==> config.mk <==
export PLATFORM = sky130hd
export DESIGN_NAME = cell_tx_sched
export DESIGN_NICKNAME = d
export VERILOG_FILES = /design/src/rtl/cts_pkg.sv /design/src/rtl/cts_rr_pick.sv /design/src/rtl/cts_beat.sv /design/src/rtl/cell_tx_sched.sv
export SDC_FILE = /design/constraint.sdc
export NUM_CORES = 1
export LEC_CHECK = 0
export BUFFER_PORTS_ARGS = -buffer_cell sky130_fd_sc_hd__buf_2
export CAP_MARGIN = 20
export CORE_MARGIN = 1.5
export CORE_UTILIZATION = 49
export DETAILED_ROUTE_END_ITERATION = 10
export PLACE_DENSITY = 0.8
export SYNTH_ARGS = -nofsm -noshare
export SYNTH_HDL_FRONTEND = slang
export SYNTH_SLANG_ARGS = --single-unit
==> constraint.sdc <==
create_clock -name clk -period 2.3 [get_ports clk]
set_input_delay 0.46 -clock clk [delete_from_list [all_inputs] [get_ports clk]]
set_output_delay 0.46 -clock clk [all_outputs]
set_load 0.005 [all_outputs]
==> src/rtl/cts_pkg.sv <==
package cts_pkg;

    typedef enum logic [1:0] {
        ST_IDLE = 2'd0,
        ST_SEL  = 2'd1,
        ST_XFER = 2'd2
    } cts_state_e;

endpackage

==> src/rtl/cts_rr_pick.sv <==
// Round-robin pick: lowest offset from start among the set request bits.
module cts_rr_pick #(
    parameter  int N  = 4,
    localparam int PW = $clog2(N)
) (
    input  logic [N-1:0]  req,
    input  logic [PW-1:0] start,
    output logic          found,
    output logic [PW-1:0] pick
);

    always_comb begin
        int idx;
        found = |req;
        pick  = '0;
        // Walk from the farthest offset down so the nearest request wins.
        for (int off = N - 1; off >= 0; off--) begin
            idx = int'(start) + off;
            if (idx >= N) begin
                idx = idx - N;
            end
            if (req[idx]) begin
                pick = PW'(idx);
            end
        end
    end

endmodule

==> src/rtl/cts_beat.sv <==
// Byte position helper for one cell.
module cts_beat #(
    parameter  int CELL_BYTES = 52,
    localparam int CW         = $clog2(CELL_BYTES + 1)
) (
    input  logic [CW-1:0] cnt,
    output logic          is_last,
    output logic [CW-1:0] cnt_inc
);

    assign is_last = (cnt == CW'(CELL_BYTES - 1));
    assign cnt_inc = cnt + CW'(1);

endmodule

==> src/rtl/cell_tx_sched.sv <==
module cell_tx_sched
    import cts_pkg::*;
#(
    parameter  int NUM_PORTS  = 4,
    parameter  int DATA_W     = 8,
    parameter  int ADDR_W     = 8,
    parameter  int CELL_BYTES = 52,
    localparam int PW         = $clog2(NUM_PORTS),
    localparam int CW         = $clog2(CELL_BYTES + 1)
) (
    input  logic                 clk,
    input  logic                 rst,
    input  logic [NUM_PORTS-1:0] port_avail,
    input  logic [NUM_PORTS-1:0] cell_pend,
    output logic [PW-1:0]        rd_port,
    output logic [CW-1:0]        rd_idx,
    output logic                 cell_start,
    input  logic [DATA_W-1:0]    src_byte,
    output logic [ADDR_W-1:0]    tx_addr,
    output logic                 tx_en_n,
    output logic [DATA_W-1:0]    tx_data,
    output logic                 tx_soc
);

    typedef struct packed {
        cts_state_e        state;
        logic [PW-1:0]     port;
        logic [PW-1:0]     ptr;
        logic [CW-1:0]     cnt;
        logic              en_n;
        logic              soc;
        logic [DATA_W-1:0] data;
    } regs_t;

    localparam regs_t REGS_RST = '{
        state: ST_IDLE,
        port:  '0,
        ptr:   '0,
        cnt:   '0,
        en_n:  1'b1,
        soc:   1'b0,
        data:  '0
    };

    regs_t r_q, r_d;

    logic [NUM_PORTS-1:0] elig;
    logic                 found;
    logic [PW-1:0]        pick;
    logic [PW-1:0]        ptr_after;
    logic                 is_last;
    logic [CW-1:0]        cnt_inc;

    assign elig = port_avail & cell_pend;

    cts_rr_pick #(
        .N(NUM_PORTS)
    ) i_pick (
        .req   (elig),
        .start (r_q.ptr),
        .found (found),
        .pick  (pick)
    );

    cts_beat #(
        .CELL_BYTES(CELL_BYTES)
    ) i_beat (
        .cnt     (r_q.cnt),
        .is_last (is_last),
        .cnt_inc (cnt_inc)
    );

    assign ptr_after = (pick == PW'(NUM_PORTS - 1)) ? '0 : pick + PW'(1);

    always_comb begin
        r_d      = r_q;
        r_d.en_n = 1'b1;
        r_d.soc  = 1'b0;
        r_d.data = '0;
        unique case (r_q.state)
            ST_IDLE: begin
                if (found) begin
                    r_d.state = ST_SEL;
                    r_d.port  = pick;
                    r_d.ptr   = ptr_after;
                end
            end
            ST_SEL: begin
                r_d.state = ST_XFER;
                r_d.cnt   = '0;
                r_d.en_n  = 1'b0;
                r_d.soc   = 1'b1;
                r_d.data  = src_byte;
            end
            ST_XFER: begin
                if (is_last) begin
                    if (found) begin
                        r_d.state = ST_SEL;
                        r_d.port  = pick;
                        r_d.ptr   = ptr_after;
                    end else begin
                        r_d.state = ST_IDLE;
                    end
                end else begin
                    r_d.cnt  = cnt_inc;
                    r_d.en_n = 1'b0;
                    r_d.data = src_byte;
                end
            end
            default: begin
                r_d.state = ST_IDLE;
            end
        endcase
        if (rst) begin
            r_d = REGS_RST;
        end
    end

    always_ff @(posedge clk) begin
        r_q <= r_d;
    end

    assign rd_port    = r_q.port;
    assign rd_idx     = (r_q.state == ST_SEL) ? '0 : cnt_inc;
    assign cell_start = (r_q.state == ST_SEL);
    assign tx_addr    = ADDR_W'(r_q.port);
    assign tx_en_n    = r_q.en_n;
    assign tx_data    = r_q.data;
    assign tx_soc     = r_q.soc;

endmodule

==> flow_metrics.env <==
export IMPL_cts_sinks=22
export IMPL_pwr_share_seq_pct=43.6
export IMPL_internal_power_uw=715
export IMPL_ys_seq_area_share_pct=35.2
export IMPL_rsz0062_at_grt="no"
export IMPL_drt_initial_drc_count=31
export IMPL_crit_chain="and3_1 -> and3_1 -> xnor2_1 -> nor2_1 -> buf_2"
export IMPL_core_area_mm2=0.00245
export IMPL_skew_ns=0.00334
export IMPL_cts_resized=0
export IMPL_critical_path_class="flop to output pin"
export IMPL_area_growth_pct=12.5
export IMPL_clk_pin_slew_ns=0.13
export IMPL_status="completed"
export IMPL_vias=1088
export IMPL_cts_tree="done"
export IMPL_hold_path_class="input pin to flop"
export IMPL_leakagePower_nw=0.667
export IMPL_cp_slowest_cell="dfxtp_1"
export IMPL_avgSynthCellArea_um2=8.24
export IMPL_ys_seq_elements=22
export IMPL_async_flop_share_pct=0
export IMPL_nets=204
export IMPL_fp_dieArea_mm2=0.00287
export IMPL_grt_pass1_wl_um=3640
export IMPL_ys_types=39
export IMPL_diodes=0
export IMPL_fmax_mhz=477
export IMPL_p_total_mw=1.03
export IMPL_grt_max_degree=17
export IMPL_fin_crit_sh_pct=91.2
export IMPL_port_buffers=38
export IMPL_ys_dominant_reg_cell="dfxtp_1"
export IMPL_initial_core_util_pct=51.0
export IMPL_first_pass_iters=4
export IMPL_synth_cells=152
export IMPL_first_global_vias=911
export IMPL_slew_headroom_pct=60.6
export IMPL_yosys_top_cells_area="dfxtp_1, buf_4, ha_1"
export IMPL_tns_ns=0
export IMPL_clk_latency_ns=0.30
export IMPL_finalHoldViolCount=0
export IMPL_drcViolationCount=0
export IMPL_gp_congestion=0.756
export IMPL_h_tree_depth=1
export IMPL_yosysTopAreaCell="dfxtp_1"
export IMPL_yosys_cell_count_top_type="dfxtp_1"
export IMPL_wl_per_cell_um=11.3
export IMPL_syn_cell_area_mm2=0.00125
export IMPL_critPathTopFamily="simple AND/OR/NAND/NOR gates"
export IMPL_combPwrFrac_pct=27.6
export IMPL_crit_fanout=7
export IMPL_start_kind="flop"
export IMPL_overflow=0
export IMPL_peakVddDrop_mv=0.385
export IMPL_finalSetupViolCount=0
export IMPL_slowest_delay_ns=0.46
export IMPL_post_route_min_period_ns=2.10
export IMPL_netSwitchingPower_uw=317
export IMPL_die_w_um=53.6
export IMPL_yosysWarnings=0
export IMPL_drv_slew=0
export IMPL_required_ns=1.84
export IMPL_clkPwrFrac_pct=28.8
export IMPL_drive_gt1_share_pct=26.3
export IMPL_synth_top_area_share_pct=35.2
export IMPL_cp_arrival_ns=1.64
export IMPL_cts_setup_buffers=0
export IMPL_cp_end_kind="output pin"
export IMPL_cp_buffers_inverters=1
export IMPL_dp_hpwl_um=1790
export IMPL_min_delay_start="src_byte[7]"
export IMPL_die_h_um=53.6
export IMPL_num_rows=18
export IMPL_synth_commonest_cells="dfxtp_1, buf_4, nor2_1"
export IMPL_powerDensity_mw_per_mm2=733
export IMPL_r2r_start="r_q[10]$_SDFFE_PP0P_"
export IMPL_drtAntennaViolNets=0
export IMPL_maxCapViolCount=0
export IMPL_ios=45
export IMPL_cts_made_buffers=3
export IMPL_critical_path_most_common_cell="and3_1"
export IMPL_swShare_pct=30.7
export IMPL_antenna_found_initial=0
export IMPL_cts_hold_buf=0
export IMPL_cts_root_buf="clkbuf_4"
export IMPL_wl_um=2370
export IMPL_worstSetupStartpoint="r_q[12]$_SDFFE_PP0P_"
export IMPL_cts_root_to_sink_buffers=2
export IMPL_tightestPinTransition_ns=0.590
export IMPL_grtUsageTotal_pct=17.0
export IMPL_vias_per_cell=5.21
export IMPL_synth_edf_count=0
-- cell usage in the layout, fill, tap and decap left out, types with 3 or more instances in the layout --
cell type	netlist	layout
clkbuf_4	0	3
nor2_1	18	18
nand2_1	9	9
dfxtp_1	22	22
nand3_1	4	4
xnor2_1	3	3
a21oi_1	11	11
and2_1	8	8
and3_1	4	4
conb_1	1	6
o21ai_0	9	9
buf_2	0	38
inv_1	5	5
ha_1	6	6
-- area by class of cell --
class | instances | area (um^2)
Timing Repair Buffer | 38 | 190
Clock buffer | 3 | 22.5
Multi-Input combinational cell | 110 | 669
Inverter | 5 | 18.8
Fill cell | 224 | 1050
Clock inverter | 1 | 30.0
Tap cell | 30 | 37.5
Sequential cell | 22 | 440
-- power groups by stage --
stage	sequential (mW)	clock, mW	combinational [mW]
after floorplan	0.452	0	0.230
after global placement	0.455	0	0.277
after detailed placement	0.458	0	0.287
after CTS	0.450	0.303	0.288
after global routing	0.457	0.323	0.328
final	0.450	0.297	0.285
-- final timing paths --
path / endpoint / slack [ns] / cells after the start
setup / recovery: rd_idx[5] / 0.20 / 5
hold / removal: tx_data[7]$_SDFF_PP0_ / 0.34 / 2
setup reg to reg: r_q[13]$_SDFFE_PP0P_ / 0.29 / 6
hold reg to reg: rd_port[1]$_SDFFE_PP0P_ / 0.48 / 2
-- flip-flops by register name (all words and copies together) (netlist names) --
register,count
tx_data,8
tx_en_n,1
r_q,10
rd_port,2
tx_soc,1
-- metrics by stage --
stage | hold WS, ns | cells | worst slack [ns] | cell area [um^2] | utilization, %
global route | 0.317 | 209 | 0.0996 | 1410 | 57.4
floorplan | 0.450 | 157 | 0.517 | 1270 | -
global placement | 0.462 | 205 | 0.374 | 1360 | 55.2
detailed placement | 0.463 | 205 | 0.318 | 1360 | 55.2
CTS | 0.333 | 209 | 0.224 | 1410 | 57.4
finish | 0.340 | 209 | 0.203 | 1410 | 57.4
-- worst register-to-register path: stages (launching register included) --
cell	delay [ns]
dfxtp_1	0.42
ha_1	0.28
nand2_1	0.10
o31a_1	0.39
a21oi_1	0.44
o21ai_0	0.19
a21oi_1	0.14
-- logic make-up after synthesis --
family	count (synthesis)	synth area share (%)
compound gates	34	17.5
xor+xnor	4	2.80
fa+ha+maj	6	5.99
buf+inv	25	12.9
flops	22	35.2
mux	1	0.799
other cells	1	0.299
simple gates	59	24.6
-- routing by layer --
layer / GRT usage [%] / vias to the layer above / wire (um)
met5: 0 / - / 0
met4: 6.41 / 0 / 19
met3: 2.50 / 4 / 126
met2: 30.9 / 32 / 1200
met1: 20.1 / 497 / 1020
li1: - / 555 / -
(Power assumes the default switching activity.)
